File: src/rtl/spi_xfer_pkg.sv
package spi_xfer_pkg;

    localparam int WORD_W  = 16;
    localparam int SHORT_W = 8;
    localparam int BYTE_W  = 8;
    localparam int LANES   = WORD_W / BYTE_W;
    localparam int CNT_W   = $clog2(WORD_W + 1);

    typedef enum logic {
        LEN8  = 1'b0,
        LEN16 = 1'b1
    } char_len_e;

    typedef struct packed {
        logic              en;
        logic [LANES-1:0]  be;
        logic [WORD_W-1:0] data;
    } wr_req_t;

    function automatic logic [CNT_W-1:0] last_index(char_len_e len);
        return (len == LEN16) ? CNT_W'(WORD_W - 1) : CNT_W'(SHORT_W - 1);
    endfunction

    function automatic logic [WORD_W-1:0] fmt_rx(logic [WORD_W-1:0] d, char_len_e len);
        return (len == LEN16) ? d : {{(WORD_W-SHORT_W){1'b0}}, d[SHORT_W-1:0]};
    endfunction

    function automatic logic lane_allowed(int lane, char_len_e len);
        return (len == LEN16) || (lane < SHORT_W / BYTE_W);
    endfunction

endpackage

File: src/rtl/spi_xfer_shift.sv
module spi_xfer_shift
    import spi_xfer_pkg::*;
(
    input  logic              clk,
    input  logic              rst,
    input  wr_req_t           wr,
    input  char_len_e         len,
    input  logic              start,
    input  logic              shift_en,
    input  logic              ser_in,
    output logic              ser_out,
    output logic              busy,
    output logic              wr_blocked,
    output logic              load,
    output logic [WORD_W-1:0] load_data
);

    logic [WORD_W-1:0] sreg, sreg_d;
    logic [CNT_W-1:0]  cnt;
    logic              armed;
    logic              step;
    logic              last;
    logic [LANES-1:0]  lane_wr;

    for (genvar g = 0; g < LANES; g++) begin : g_lane
        assign lane_wr[g] = wr.en && !busy && wr.be[g] && lane_allowed(g, len);
    end

    assign step = busy && shift_en;
    assign last = step && (cnt == last_index(len));

    always_comb begin
        sreg_d = sreg;
        if (step) begin
            sreg_d = {sreg[WORD_W-2:0], ser_in};
        end else begin
            for (int i = 0; i < LANES; i++) begin
                if (lane_wr[i]) sreg_d[i*BYTE_W +: BYTE_W] = wr.data[i*BYTE_W +: BYTE_W];
            end
        end
    end

    always_ff @(posedge clk) begin
        if (rst) begin
            sreg  <= '0;
            cnt   <= '0;
            armed <= 1'b0;
            busy  <= 1'b0;
        end else begin
            sreg <= sreg_d;
            if (wr.en && !busy) armed <= 1'b1;
            if (start && armed && !busy) begin
                busy  <= 1'b1;
                armed <= 1'b0;
                cnt   <= '0;
            end else if (step) begin
                cnt <= cnt + 1'b1;
                if (last) busy <= 1'b0;
            end
        end
    end

    assign ser_out    = (len == LEN16) ? sreg[WORD_W-1] : sreg[SHORT_W-1];
    assign wr_blocked = wr.en && busy;
    assign load       = last;
    assign load_data  = fmt_rx(sreg_d, len);

endmodule

File: src/rtl/spi_xfer_rxhold.sv
module spi_xfer_rxhold
    import spi_xfer_pkg::*;
(
    input  logic              clk,
    input  logic              rst,
    input  logic              load,
    input  logic [WORD_W-1:0] load_data,
    input  logic              rd_en,
    output logic [WORD_W-1:0] rd_data,
    output logic              done_flag
);

    always_ff @(posedge clk) begin
        if (rst) begin
            rd_data   <= '0;
            done_flag <= 1'b0;
        end else begin
            if (load) rd_data <= load_data;
            if (load)       done_flag <= 1'b1;
            else if (rd_en) done_flag <= 1'b0;
        end
    end

endmodule

File: src/rtl/spi_xfer_wcol.sv
module spi_xfer_wcol (
    input  logic clk,
    input  logic rst,
    input  logic set,
    input  logic clr,
    output logic flag
);

    always_ff @(posedge clk) begin
        if (rst)      flag <= 1'b0;
        else if (set) flag <= 1'b1;
        else if (clr) flag <= 1'b0;
    end

endmodule

File: src/rtl/spi_xfer_buf.sv
module spi_xfer_buf
    import spi_xfer_pkg::*;
(
    input  logic              clk,
    input  logic              rst,
    input  logic              wide_mode,
    input  logic              wr_en,
    input  logic [LANES-1:0]  wr_be,
    input  logic [WORD_W-1:0] wr_data,
    input  logic              rd_en,
    output logic [WORD_W-1:0] rd_data,
    input  logic              start,
    input  logic              shift_en,
    input  logic              ser_in,
    output logic              ser_out,
    output logic              busy,
    output logic              wcol,
    input  logic              wcol_clr,
    output logic              done_flag
);

    wr_req_t           wr;
    char_len_e         len;
    logic              wr_blocked;
    logic              load;
    logic [WORD_W-1:0] load_data;

    assign wr  = '{en: wr_en, be: wr_be, data: wr_data};
    assign len = wide_mode ? LEN16 : LEN8;

    spi_xfer_shift u_shift (
        .clk        (clk),
        .rst        (rst),
        .wr         (wr),
        .len        (len),
        .start      (start),
        .shift_en   (shift_en),
        .ser_in     (ser_in),
        .ser_out    (ser_out),
        .busy       (busy),
        .wr_blocked (wr_blocked),
        .load       (load),
        .load_data  (load_data)
    );

    spi_xfer_rxhold u_rxhold (
        .clk       (clk),
        .rst       (rst),
        .load      (load),
        .load_data (load_data),
        .rd_en     (rd_en),
        .rd_data   (rd_data),
        .done_flag (done_flag)
    );

    spi_xfer_wcol u_wcol (
        .clk  (clk),
        .rst  (rst),
        .set  (wr_blocked),
        .clr  (wcol_clr),
        .flag (wcol)
    );

endmodule

File: config.mk
export PLATFORM = sky130hd
export DESIGN_NAME = spi_xfer_buf
export DESIGN_NICKNAME = d
export VERILOG_FILES = /design/src/rtl/spi_xfer_pkg.sv /design/src/rtl/spi_xfer_shift.sv /design/src/rtl/spi_xfer_rxhold.sv /design/src/rtl/spi_xfer_wcol.sv /design/src/rtl/spi_xfer_buf.sv
export SDC_FILE = /design/constraint.sdc
export NUM_CORES = 1
export LEC_CHECK = 0
export ABC_AREA = 1
export BUFFER_PORTS_ARGS = -buffer_cell sky130_fd_sc_hd__buf_2
export CORE_MARGIN = 3
export CORE_UTILIZATION = 54
export CTS_BUF_LIST = sky130_fd_sc_hd__clkbuf_2 sky130_fd_sc_hd__clkbuf_4 sky130_fd_sc_hd__clkbuf_8
export DETAILED_ROUTE_END_ITERATION = 7
export GPL_ROUTABILITY_DRIVEN = 0
export PLACE_DENSITY = 0.81
export SETUP_SLACK_MARGIN = 0.15
export SLEW_MARGIN = 15
export SYNTH_ARGS = -nofsm -noshare
export SYNTH_HDL_FRONTEND = slang
export SYNTH_SLANG_ARGS = --single-unit
File: constraint.sdc
create_clock -name clk -period 1.63 [get_ports clk]
set_clock_uncertainty 0.2 [all_clocks]
set_input_delay 0.2445 -clock clk [delete_from_list [all_inputs] [get_ports clk]]
set_output_delay 0.2445 -clock clk [all_outputs]
set_load 0.02 [all_outputs]
* Yosys cells after proc, flatten, opt, wreduce, memory -nomap -nowiden
Index checks and enable logic that the tools add are counted.
** Operators by class
- Reductions and logical operators :: 16
- $add $sub $neg :: 1
- Equality and inequality tests :: 1
- Mux-type cells :: 14
** Operators by type and width (number)
- $mux W16 :: 2
- $mux W8 :: 2
- $logic_and A1 B1 Y1 :: 9
- $mux W1 :: 9
- $reduce_bool A2 Y1 :: 4
- $add A5 B1 Y5 const B :: 1
- $eq A5 B5 Y1 :: 1
- $mux W4 :: 1
- $reduce_and A2 Y1 :: 1
- $reduce_or A2 Y1 :: 1
- $logic_not A1 Y1 :: 1
** Storage, ports and cells
- Logic and storage cells :: 39
- Input bits :: 27
- Output and inout port bits :: 20
- Bits in registers :: 41

* Logic depth before layout (Yosys ltp)
Gate-level depths: netlist of the first run.
- Word-level depth :: 7
- Mapped depth :: 7
- Gate-level depth less buffers :: 7

* Cells and area by module
From an unflattened synthesis of the first run, not the netlist that was laid out.
** Unflattened totals
- Cells, all modules :: 292
- Area, all modules :: 1969.4 µm²
** Modules (own cells, without submodules)
- spi_xfer_shift :: times used 1, area each 1341.3 µm², cells an instance 214, seq. area each 460.4 µm²
- spi_xfer_rxhold :: times used 1, area each 588.1 µm², cells an instance 73, seq. area each 340.3 µm²
- spi_xfer_wcol :: times used 1, area each 40.0 µm², cells an instance 5, seq. area each 20.0 µm²

* Least setup slack after synthesis of the first run
No wires, ideal clock.
- Kind :: reg2reg
- From :: reg u_shift.busy
- To :: reg u_shift.busy
- Path buffers :: 1
- Period minus slack after synthesis :: 1541 ps
- Setup slack :: 89 ps
- Setup time :: 132 ps
- Cell stages (with the launch flop) :: 7
- Arrival :: 1209 ps
- Data required time :: 1298 ps
- Cells stage by stage :: dfxtp_1 nand2_4 nor2_8 nand3_4 buf_6 nand2_1 a21oi_1
** On the way
- Longest elaborated chain between the ends :: 4
- Elaborated cells on any way between the ends :: 8
- Those cells by class :: mux: 1; reduce/logical: 7
** Ends and longest elaborated chain
- start: declaration :: RTL line spi_xfer_shift.sv:12 : output logic busy,
- start signal: assignment :: RTL line spi_xfer_shift.sv:48 : busy <= 1'b0;
- start signal: assignment :: RTL line spi_xfer_shift.sv:53 : busy <= 1'b1;
- start signal: assignment :: RTL line spi_xfer_shift.sv:58 : if (last) busy <= 1'b0;
- $logic_not A1 Y1 or $logic_and A1 B1 Y1 (tied branches) :: RTL line spi_xfer_shift.sv:52, spi_xfer_shift.sv:29
- $logic_and A1 B1 Y1, on equally long branches :: RTL line spi_xfer_shift.sv:52, spi_xfer_shift.sv:30
- $reduce_bool A2 Y1 (no line)
- $reduce_and A2 Y1 (no line)
Parallel ways exist; a longest one is shown, timed or not.
A chain may end at the register's enable or synchronous reset.

* Final worst setup path of the first run
- From :: reg u_shift.cnt[1]
- To :: reg u_rxhold.rd_data[14]
** On the way
- Longest elaborated chain between the ends :: 2
** Ends and longest elaborated chain
- start: declaration :: RTL line spi_xfer_shift.sv:19 : logic [CNT_W-1:0] cnt;
- start signal: assignment :: RTL line spi_xfer_shift.sv:57 : cnt <= cnt + 1'b1;
- $eq A5 B5 Y1 :: RTL line spi_xfer_shift.sv:30 : assign last = step && (cnt == last_index(len));
- $logic_and A1 B1 Y1 :: RTL line spi_xfer_shift.sv:30
- end signal: assignment :: RTL line spi_xfer_rxhold.sv:18 : if (load) rd_data <= load_data;
- end: declaration :: RTL line spi_xfer_rxhold.sv:9 : output logic [WORD_W-1:0] rd_data,
Every way passes these cells.

==> summary.md, run 1 <==
| Metric | Value |
|---|---|
| Outcome | finished clean |
| Clock latency on the worst-skew pair | 0.37 ns |
| Final HPWL DP | 3020 um |
| YS warnings | 0 |
| Flops & latches, synth | 41 |
| First-pass GRT wire length | 7740 um |
| Top FF cell, synth | dfxtp_1 |
| Nets | 358 |
| Worst path max stage delay | 0.37 ns |
| Chip width | 65.0 um |
| Placed cell area | 2160 um2 |
| GR Overflow Total | 0 |
| Max-cap violations | 0 |
| Num CTS Buffers | 5 |
| Slew HR | 80.5% |
| Post-synth top area share | 43.7% |
| Synth area leaders | dfxtp_1 44%, nand2_1 14%, nand3_1 11% |
| Period minus WS final | 1.49 ns |
| Initial core utilization | 59.1% |
| Die height | 65.0 um |
| Boundary pin count | 47 |
| Hold Crit Endpoint | u_wcol.flag$_SDFFE_PP0P_ |
| Cell count of the worst hold path | 3 |
| P per Cell Area | 864 nW/um2 |
| Vias in the first global route | 1750 |
| Final Hold Violating Endpoints | 0 |
| Worst Hold Class | primary input to flip-flop |
| CP Buf/Inv Count | 2 |
| R2R Path End | u_rxhold.rd_data[14]$_SDFFE_PP0P_ |
| Power, Total | 2.16 mW |
| Vias post-DR | 1934 |
| CP max stage cell | dfxtp_2 |
| Final instance area | 2490 um2 |
| Vias/cell | 5.16 |
| Worst Setup Path Type | flip-flop to flip-flop |
| Cell Area, Synth | 1880 um2 |
| Number of distinct library cells after synthesis | 26 |
| Synthesized net count | 297 |
| Final TNS setup | 0 ns |
| Count of flip-flops with a built-in enable after synthesis | 0 |
| GRT Util Overall | 24.0% |
| Core ar. | 3180 um2 |
| Crit Path Max Fanout | 8 |
| Worst setup EP type | flip-flop |
| Avg Synthesized Cell Area | 6.99 um2 |
| First-pass DRT Iterations | 4 |
| Cell taking the most area after synthesis | dfxtp_1 |
| Area of the multi-input gates | 1010 um2 |
| Largest net degree at the start of global routing | 21 |
| Drt total wl | 4830 um |
| Peak supply drop | 757 uV |
| Row Count | 20 |
| Delay-heaviest family, CP | simple AND/OR/NAND/NOR gates |
| Fraction of registers with async set/reset | 0% |
| Clock root cell | clkbuf_4 |
| Data arrival, critical path | 1.61 ns |
| Hold path startpoint | wr_en |
| Leak pwr | 1.30 nW |
| Initial antenna violation count | 0 |
| Final setup violation count | 0 |
| Wire per inst | 12.9 um |
| Mapped Cells | 269 |
| Ant. Diodes | 0 |
| Max Fclk | 0.670 GHz |
| Register-to-register setup slack | 0.14 ns |
| Routed Antenna Nets | 0 |
| TritonCTS clock tree | built |
| Reg clk slew, reported paths | 0.12 ns |
| Worst slew pin tran | 0.290 ns |
| H-tree levels | 2 |
| Area growth syn-to-layout | 32.7% |
| Clk buf depth | 2 |
| Most frequent cell after synthesis | nand2_1 |
| Share of cells above drive strength 1 | 30.5% |
| CP required | 1.75 ns |
| Tcrit/Tclk final | 91.6% |
| R2R cell count | 8 |
| Worst R2R Start | u_shift.cnt[1]$_SDFFE_PP0P_ |
| Worst setup SP type | flip-flop |
| Fill count | 240 |
| Sequential fraction of the synthesis area | 43.7% |
| # port buffers | 46 |
| # DRC | 0 |
| Crit-path cells | ha_4, inv_4, nor2_8, nand3_4, nor2_4, buf_12, nand3_2, nand2_1 |
| Final slew viol count | 0 |
| Initial DRC count | 152 |
| Full die area | 4220 um2 |
| Most frequent cells after synthesis | 72 x nand2_1, 43 x nand3_1, 41 x dfxtp_1 |
| Sequential cell area | 828 um2 |
| RSZ-0062 raised after global routing | yes |
| # clock sinks | 41 |
==> sequential cells by signal (all words and copies together), names as in the netlist <==
register            count
u_shift.busy            1
u_wcol.flag             1
u_rxhold.done_flag      1
u_shift.armed           1
u_rxhold.rd_data       16
u_shift.cnt             5
u_shift.sreg           16
==> kinds of logic (layout without fill, tap and decap cells) <==
group,Yosys count,in the layout,share of synthesized area [%]
xor gates and xnor gates,1,1,0.466
AOI/OAI and AO/OA,16,16,4.46
and+or+nand+nor,169,171,41.9
adders and majority gates,1,1,0.666
DFF,41,41,43.7
buffers and inverters,41,101,8.85
==> area by class of cell <==
type                            count  share of cell area, %
Multi-Input combinational cell    189                   40.3
Sequential cell                    41                   33.2
Timing Repair Buffer               61                   15.1
Inverter                           32                   5.02
Clock inverter                      3                   2.61
Tap cell                           44                   2.21
Clock buffer                        5                   1.51
==> power breakdown <==
part / internal [mW] / switching (mW)
Clock: 0.474 / 0.352
Combinational: 0.107 / 0.165
Sequential: 1.04 / 0.0196
Total: 1.62 / 0.537
==> metrics by stage <==
stage | worst slack, ns | hold WS [ns] | std cells | utilization [%]
finish | 0.137 | 0.0214 | 375 | 78.5
global route | 0.0842 | 0.0410 | 375 | 78.5
CTS | 0.146 | 0.0192 | 371 | 74.1
detailed placement | 0.0538 | 0.253 | 356 | 68.1
global placement | 0.0912 | 0.246 | 356 | 68.1
floorplan | 0.214 | 0.203 | 269 | -
==> per-layer routing <==
metal  track usage [%]  vias to the layer above  share of wire (%)
met4              11.1                        0                1.8
met1              32.3                      894                 47
met3              4.33                        8                5.6
met2              37.0                       54                 46
li1                  -                      978                  -
met5                 0                        -                  0
==> repair_timing <==
| action | in CTS | in global routing |
|---|---|---|
| endpoints found under the hold margin | 3 | 0 |
| cloned | 1 | 1 |
| endpoints found under the setup margin | 18 | 34 |
| resized for setup | 12 | 19 |
| pin swaps | 4 | 5 |
| hold buffers | 3 | 0 |
| setup buffers | 3 | 3 |
==> layout by cell type (no fill, tap or decap), types with 2 or more instances in the layout <==
master          n
buf_6           3
nor2_1         28
dfxtp_2         3
nand4_1         8
buf_4           9
inv_4           2
nor2_4          3
nand2_1        71
dfxtp_1        37
bufinv_16       2
inv_2           2
inv_1          26
nand3_1        36
nand2_4         2
a21oi_1        13
nand3_2         7
nor3_1          2
or2_0           2
buf_2          45
nand3_4         4
dlygate4sd3_1   3
or2_2           6
clkbuf_4        5
clkinv_1        2
==> worst max-delay path by stage <==
stage,startpoint,endpoint,slack (ns),depth (start not counted)
global route,u_shift.cnt[1]$_SDFFE_PP0P_,u_rxhold.rd_data[14]$_SDFFE_PP0P_,0.08,8
global placement,u_shift.cnt[0]$_SDFFE_PP0P_,u_rxhold.rd_data[2]$_SDFFE_PP0P_,0.09,6
finish,u_shift.cnt[1]$_SDFFE_PP0P_,u_rxhold.rd_data[14]$_SDFFE_PP0P_,0.14,8
detailed placement,u_shift.cnt[0]$_SDFFE_PP0P_,u_rxhold.rd_data[4]$_SDFFE_PP0P_,0.05,6
CTS,u_shift.sreg[7]$_SDFF_PP0_,ser_out,0.15,3
floorplan,u_shift.cnt[0]$_SDFFE_PP0P_,u_shift.busy$_SDFFE_PP0P_,0.21,7
==> tightest hold or removal path, cell delays in order <==
cell	delay, ns
buf_2	0.17
nand2_1	0.09
a21oi_1	0.05
Note: power is estimated with default switching activity, not from simulation.
==> inputs of run 2 (changes only) <==
CORE_UTILIZATION = 55   (was 54)
PLACE_DENSITY = 0.82   (was 0.81)
SYNTH_HIERARCHICAL = 1   (was unset)
==> run 2 against run 1 <==
Against the previous run: clock power decreased by 14%; sequential power is essentially flat; via count rose by 5.3%; die area grew 2.6%; register-to-register slack worse by 0.05 ns; final area grew 6.3%; largest power group unchanged.
==> summary.md, run 2 <==
| Metric | Value |
|---|---|
| Outcome | finished clean |
| Boundary pin count | 47 (unchanged) |
| First-pass DRT Iterations | 4 (unchanged) |
| Area of the multi-input gates | 1020 um2 (+1.4%) |
| # port buffers | 46 (unchanged) |
| Initial core utilization | 58.1% (-1.0 points) |
| Leak pwr | 1.38 nW (+6.1%) |
| Share of cells above drive strength 1 | 34.6% (+4.1 points) |
| Routed Antenna Nets | 0 (unchanged) |
| Clk buf depth | 2 (unchanged) |
| Row Count | 21 (+5.0%) |
| Cell Area, Synth | 1970 um2 (+4.8%) |
| Final Hold Violating Endpoints | 0 (unchanged) |
| Crit-path cells | nor2_4, buf_12, nand2_8, nand2_2, nand3_1, nand2_1, inv_1, nor2_1, nor2_1 |
| Ant. Diodes | 0 (unchanged) |
| Vias/cell | 5.08 (-1.5%) |
| Worst slew pin tran | 0.371 ns (+0.0810 ns) |
| Max-cap violations | 0 (unchanged) |
| R2R cell count | 9 (+1) |
| P per Cell Area | 798 nW/um2 (-7.6%) |
| Number of distinct library cells after synthesis | 24 (-7.7%) |
| Die height | 65.8 um (+1.3%) |
| Num CTS Buffers | 5 (unchanged) |
| Final slew viol count | 0 (unchanged) |
| Initial DRC count | 115 (-24%) |
| Vias in the first global route | 1906 (+8.9%) |
| Nets | 382 (+6.7%) |
| Initial antenna violation count | 0 (unchanged) |
| Biggest regs | u_rxhold/rd_data: 16 flops, u_shift/sreg: 16 flops, u_shift/cnt: 5 flops |
| Delay-heaviest family, CP | simple AND/OR/NAND/NOR gates |
| Count of flip-flops with a built-in enable after synthesis | 0 (unchanged) |
| Period minus WS final | 1.54 ns (+0.0490 ns) |
| GRT Util Overall | 24.8% (+0.84 points) |
| Slew HR | 75.2% (-5.3 points) |
| Worst Hold Class | primary input to flip-flop |
| Peak supply drop | 1020 uV (+35%) |
| Sequential fraction of the synthesis area | 41.7% (-2.0 points) |
| Clock root cell | clkbuf_4 |
| # clock sinks | 41 (unchanged) |
| # DRC | 0 (unchanged) |
| Top FF cell, synth | dfxtp_1 |
| Area growth syn-to-layout | 34.6% |
| Critical path launch point | u_shift/busy$_SDFFE_PP0P_ |
| Reg clk slew, reported paths | 0.12 ns (about the same) |
| GR Overflow Total | 0 (unchanged) |
| Final setup violation count | 0 (unchanged) |
| H-tree levels | 2 (unchanged) |
| Sequential cell area | 835 um2 (+0.76%) |
| RSZ-0062 raised after global routing | yes |
| Worst path max stage delay | 0.39 ns (+0.02 ns) |
| Flops & latches, synth | 41 (unchanged) |
| Chip width | 65.8 um (+1.3%) |
| Wire per inst | 13.2 um (+2.4%) |
| Post-synth top area share | 41.7% (-2.0 points) |
| Mapped Cells | 292 (+8.6%) |
| Power, Total | 2.12 mW (-1.8%) |
| First-pass GRT wire length | 8420 um (+8.7%) |
| Fraction of registers with async set/reset | 0% (unchanged) |
| Crit Path Max Fanout | 8 (unchanged) |
| CP dominant cell by count | nor2_1 |
| Hold_ws | 0.0192 ns (-0.00223 ns) |
| CP Depth | 9 (+1) |
| Core ar. | 3390 um2 (+6.7%) |
| Final HPWL DP | 3240 um (+7.2%) |
| Register-to-register setup slack | 0.09 ns (-0.05 ns) |
| Tcrit/Tclk final | 94.6% (+3.0 points) |
| Largest net degree at the start of global routing | 28 (+33%) |
| Worst Setup Path Type | flip-flop to flip-flop |
| Commonest non-fill, non-tap cell in the layout | nor2_1 |
| Most frequent cell after synthesis | nor2_1 |
| Synthesized net count | 320 (+7.7%) |
| Most frequent cells after synthesis | 71 x nor2_1, 54 x nand2_1, 41 x dfxtp_1 |
| CP Buf/Inv Count | 2 (unchanged) |
| Worst setup EP type | flip-flop |
| CP required | 1.68 ns (-0.07 ns) |
| Worst R2R Start | u_shift/busy$_SDFFE_PP0P_ |
| R2R Path End | u_rxhold/rd_data[7]$_SDFFE_PP0P_ |
| TritonCTS clock tree | built |
| Vias post-DR | 2037 (+5.3%) |
| Worst setup SP type | flip-flop |
| Clock latency on the worst-skew pair | 0.35 ns (-0.02 ns) |
| Most frequent cells in the layout | 71 x nor2_1, 45 x buf_2, 39 x nand2_1 |
| Cell taking the most area after synthesis | dfxtp_1 |
| Drt total wl | 5290 um (+9.5%) |
| Final TNS setup | 0 ns (unchanged) |
| Fill count | 249 (+3.8%) |
| Full die area | 4330 um2 (+2.6%) |
| YS warnings | 6 (+6) |
| Avg Synthesized Cell Area | 6.74 um2 (-3.5%) |
| Data arrival, critical path | 1.60 ns (about the same) |
| Max Fclk | 0.648 GHz (-3.2%) |
| CP max stage cell | dfxtp_4 |
| Setup crit end | u_rxhold/rd_data[7]$_SDFFE_PP0P_ |
| Synth area leaders | dfxtp_1 42%, nor2_1 14%, nand2_1 10% |
-- run 2: kinds of logic after synthesis --
family	count (synthesis)	share of synthesized area [%]
buffers and inverters	53	13.9
adders and majority gates	1	0.635
and+or+nand+nor	174	37.4
AOI/OAI and AO/OA	22	5.97
DFF	41	41.7
xor gates and xnor gates	1	0.445
-- run 2: cell type report --
type / instances / area share, %
clock buffer: 6 / 1.93
clock inverter: 2 / 1.37
inverter: 34 / 5.10
multi-input combinational: 198 / 38.5
sequential: 41 / 31.5
tap: 46 / 2.17
timing repair buffer: 73 / 19.2
timing repair inverter: 1 / 0.283
-- run 2: worst register-to-register path, delay by kind of cell (launching register included) --
| family | cells | cell delay (ns) |
|---|---|---|
| buf+inv | 2 | 0.20 |
| flops | 1 | 0.39 |
| simple gates | 7 | 0.65 |
-- run 2: report_power, final --
| part | switching (mW) | internal [mW] |
|---|---|---|
| Clock | 0.344 | 0.366 |
| Sequential | 0.0231 | 1.04 |
| Combinational | 0.198 | 0.150 |
-- run 2: repair_timing --
| item | 4_1_cts | 5_1_grt |
|---|---|---|
| setup endpoints to repair | 18 | 18 |
| pin swaps | 10 | 15 |
| setup buffers | 12 | 3 |
| hold buffers | 4 | 0 |
| endpoints found under the hold margin | 3 | 0 |
| cloned | 1 | 0 |
| resized for setup | 18 | 35 |
-- run 2: worst min path at each step --
| stage | startpoint | end | cells past startpoint |
|---|---|---|---|
| after detailed placement | u_wcol/flag$_SDFFE_PP0P_ | u_wcol/flag$_SDFFE_PP0P_ | 2 |
| after CTS | wr_en | u_wcol/flag$_SDFFE_PP0P_ | 5 |
| final | ser_in | u_shift/sreg[0]$_SDFF_PP0_ | 5 |
| after global placement | u_wcol/flag$_SDFFE_PP0P_ | u_wcol/flag$_SDFFE_PP0P_ | 2 |
| after floorplan | rst | u_rxhold/done_flag$_SDFFE_PP0P_ | 1 |
| after global routing | ser_in | u_shift/sreg[0]$_SDFF_PP0_ | 5 |
-- run 2: stage by stage --
stage | utilization, % | setup slack, ns | std cells | area, um2
after CTS | 74.3 | 0.143 | 398 | 2520
after global routing | 78.2 | 0.0265 | 401 | 2650
final | 78.2 | 0.0877 | 401 | 2650
after global placement | 65.6 | 0.117 | 373 | 2220
after detailed placement | 65.6 | 0.0358 | 373 | 2220
after floorplan | - | 0.130 | 292 | 2000
-- run 2: per-layer routing --
metal  track usage (%)  wire, um  share of wire, %  up-vias
met1              29.3      2220                42      935
met5                 0         0                 0        -
met4              7.51        80               1.5        0
met2              44.6      2680                51       74
met3              5.27       312               5.9       11
li1                  -         -                 -     1017
==> inputs of run 3 (changes only) <==
ABC_AREA = unset   (was 1)
==> run 3 against run 2 <==
Against the previous run: the run now ends with setup timing left; sequential share of layout area is 1.3 points higher; utilization is 0.72 points higher; largest power group unchanged; first-iteration DRC count is 29% lower; final cell count is 21% lower; total power is 11% lower; hold slack better by 0.0065 ns; fmax is 10% lower; wire length is 8.3% lower; flip-flop and latch count stayed put.
==> summary.md, run 3 <==
| Metric | Value |
|---|---|
| Outcome | finished, violations left |
| Failing checks | setup timing |
| Initial antenna violation count | 0 (unchanged) |
| Most frequent cells after synthesis | 43 x nor2_1, 41 x dfxtp_1, 32 x mux2i_1 |
| Num CTS Buffers | 5 (unchanged) |
| Full die area | 4290 um2 (-1.1%) |
| First-pass GRT wire length | 7310 um (-13%) |
| Final slew viol count | 0 (unchanged) |
| Setup crit end | u_rxhold/rd_data[15]$_SDFFE_PP0P_ |
| Area growth syn-to-layout | 30.0% |
| # clock sinks | 41 (unchanged) |
| P per Cell Area | 747 nW/um2 (-6.4%) |
| Delay-heaviest family, CP | simple AND/OR/NAND/NOR gates |
| YS warnings | 6 (unchanged) |
| Final setup violation count | 16 (+16) |
| Top FF cell, synth | dfxtp_1 |
| CP required | 1.70 ns (+0.02 ns) |
| Net switching power figure | 0.512 mW (-9.5%) |
| TritonCTS clock tree | built |
| Most frequent cells in the layout | 44 x buf_2, 43 x nor2_1, 36 x dfxtp_1 |
| Crit-path cells | ha_4, nand2_4, nor4_4, buf_6, clkbuf_16, mux2i_1, nor2_1 |
| Final HPWL DP | 3010 um (-7.2%) |
| Critical path launch point | u_shift/cnt[1]$_SDFFE_PP0P_ |
| Wire per inst | 15.3 um (+16%) |
| Core ar. | 3200 um2 (-5.5%) |
| CP max stage cell | dfxtp_2 |
| Util after Layout | 78.9% (+0.72 points) |
| Cell taking the most area after synthesis | dfxtp_1 |
| CP Depth | 7 (-2) |
| First-pass DRT Iterations | 4 (unchanged) |
| Worst setup SP type | flip-flop |
| Biggest regs | u_rxhold/rd_data: 16 flops, u_shift/sreg: 16 flops, u_shift/cnt: 5 flops |
| H-tree levels | 2 (unchanged) |
| Max-cap violations | 0 (unchanged) |
| Switching part of the total | 27.1% (+0.37 points) |
| Cell Area, Synth | 1950 um2 (-1.2%) |
| Avg Synthesized Cell Area | 9.09 um2 (+35%) |
| Commonest non-fill, non-tap cell in the layout | buf_2 |
| Die height | 65.5 um (-0.55%) |
| Worst setup EP type | flip-flop |
| Register-to-register setup slack | -0.09 ns (-0.18 ns) |
| Vias in the first global route | 1701 (-11%) |
| CP Buf/Inv Count | 2 (unchanged) |
| # port buffers | 46 (unchanged) |
| Leak pwr | 1.22 nW (-11%) |
| Clock latency on the worst-skew pair | 0.36 ns (about the same) |
| Chip width | 65.5 um (-0.55%) |
| Flops & latches, synth | 41 (unchanged) |
| Number of distinct library cells after synthesis | 30 (+25%) |
| Period minus WS final | 1.72 ns (+0.181 ns) |
| Worst slew pin tran | 0.255 ns (-0.116 ns) |
| Vias post-DR | 1715 (-16%) |
| R2R Path End | u_rxhold/rd_data[15]$_SDFFE_PP0P_ |
| Clock root cell | clkbuf_4 |
| Pint | 1.38 mW (-11%) |
| Initial core utilization | 60.7% (+2.6 points) |
| Sequential Power Share | 56.0% (+6.0 points) |
| Clk buf depth | 2 (unchanged) |
| Final Hold Violating Endpoints | 0 (unchanged) |
| Vias/cell | 5.41 (+6.5%) |
| Share of cells above drive strength 1 | 35.5% (+0.88 points) |
| Synthesized net count | 242 (-24%) |
| Row Count | 20 (-4.8%) |
| Post-synth top area share | 42.2% (+0.51 points) |
| Cell Count, Final, Fillers Out | 317 (-21%) |
| Initial DRC count | 82 (-29%) |
| Crit Path Max Fanout | 4 (-4) |
| Routed Antenna Nets | 0 (unchanged) |
| GRT Util Overall | 22.4% (-2.4 points) |
| Worst path max stage delay | 0.37 ns (-0.02 ns) |
| Fraction of registers with async set/reset | 0% (unchanged) |
| Final TNS setup | -0.899 ns (-0.899 ns) |
| Boundary pin count | 47 (unchanged) |
| Clock group share of total power | 26.7% (-6.9 points) |
| Max Fclk | 0.580 GHz (-10%) |
| Data arrival, critical path | 1.79 ns (+0.19 ns) |
| Tcrit/Tclk final | 106% (+11 points) |
| GR Overflow Total | 0 (unchanged) |
| Sequential fraction of the synthesis area | 42.2% (+0.51 points) |
| Slew HR | 82.5% (+7.3 points) |
| Worst R2R Start | u_shift/cnt[1]$_SDFFE_PP0P_ |
| R2R cell count | 7 (-2) |
| Largest net degree at the start of global routing | 22 (-21%) |
| Gate power share | 17.2% (+0.8 points) |
| Synth area leaders | dfxtp_1 42%, mux2i_1 16%, nor2_1 8.3% |
| Count of flip-flops with a built-in enable after synthesis | 0 (unchanged) |
| Nets | 301 (-21%) |
| Ant. Diodes | 0 (unchanged) |
| Reg clk slew, reported paths | 0.12 ns (about the same) |
| Final worst slack | -0.0931 ns (-0.181 ns) |
| Worst Setup Path Type | flip-flop to flip-flop |
| Most frequent cell after synthesis | nor2_1 |
| # DRC | 0 (unchanged) |
| Drt total wl | 4850 um (-8.3%) |
| Worst Hold Class | primary input to flip-flop |
| RSZ-0062 raised after global routing | yes |
| Peak supply drop | 568 uV (-44%) |
| Cells after DPL | 298 (-20%) |
| Mapped Cells | 214 (-27%) |
[run 3: cell types whose count changed after synthesis, sizes merged, moves of 7 or more]
| cell | previous run | this run |
|---|---|---|
| a21o | 0 | 16 |
| inv | 33 | 3 |
| mux2i | 0 | 32 |
| nand2 | 55 | 5 |
| nand3 | 35 | 3 |
| nor2 | 73 | 43 |
| nor3 | 2 | 16 |
| nor3b | 0 | 8 |
| o21ai | 17 | 2 |
| or2 | 7 | 0 |
[run 3: layout make-up]
type                            instances  area, um2
Fill cell                             247        674
Timing Repair Buffer                   75        551
Clock buffer                            6       45.0
Multi-Input combinational cell        147       1030
Tap cell                               44       55.1
Clock inverter                          1       5.00
Sequential cell                        41        830
Inverter                                3       11.3
[run 3: cells by family (layout without fill, tap and decap cells)]
kind of cell | count (synthesis) | in the layout | synth area share (%)
simple gates | 84 | 84 | 20.4
flops | 41 | 41 | 42.2
mux | 33 | 33 | 17.0
compound gates | 26 | 26 | 9.20
buf+inv | 26 | 85 | 9.20
xor+xnor | 3 | 3 | 1.35
fa+ha+maj | 1 | 1 | 0.643
[run 3: through the flow]
stage / setup WS, ns / total power [mW] / hold WS, ns / cell area [um2]
floorplan: -0.0519 / 1.30 / 0.107 / 1990
global placement: 0.00922 / 1.35 / 0.253 / 2250
detailed placement: -0.0710 / 1.36 / 0.262 / 2250
CTS: -0.0646 / 1.87 / 0.0151 / 2400
global route: -0.161 / 1.97 / 0.0266 / 2530
finish: -0.0931 / 1.89 / 0.0257 / 2530
[run 3: power by group through the flow]
stage	clock (mW)	sequential (mW)	combinational, mW
floorplan	0	1.08	0.222
global placement	0	1.08	0.274
detailed placement	0	1.08	0.277
CTS	0.513	1.06	0.302
global route	0.553	1.06	0.355
finish	0.505	1.06	0.326
[run 3: worst min-delay path, cell delays in order]
cell,delay (ns)
buf_2,0.08
mux2i_1,0.07
nor3_1,0.15
[run 3: repair_timing]
action / in CTS / in global routing
gates cloned: 0 / 2
setup endpoints to repair: 19 / 24
setup buffers: 1 / 3
hold endpoints to repair: 10 / 0
pin swaps: 0 / 7
hold buffers: 6 / 0
gates resized for setup: 8 / 14
[run 3: worst min path at each step]
stage                                          start                          end  slack, ns  cells after the start
after floorplan                                  rst     u_wcol/flag$_SDFFE_PP0P_       0.11                      1
after global placement    u_shift/armed$_SDFFE_PP0N_   u_shift/armed$_SDFFE_PP0N_       0.25                      2
after detailed placement  u_shift/armed$_SDFFE_PP0N_   u_shift/armed$_SDFFE_PP0N_       0.26                      2
after CTS                                 wr_data[0]   u_shift/sreg[0]$_SDFF_PP0_       0.02                      3
after global routing                     wr_data[14]  u_shift/sreg[14]$_SDFF_PP0_       0.03                      3
final                                    wr_data[14]  u_shift/sreg[14]$_SDFF_PP0_       0.03                      3
[run 3: per-layer routing]
metal  wire (um)  GRT usage, %  up-vias
met4          90          8.03        0
li1            -             -      837
met3         253          6.32       11
met5           0             0        -
met2        2450          40.6       52
met1        2060          24.7      815
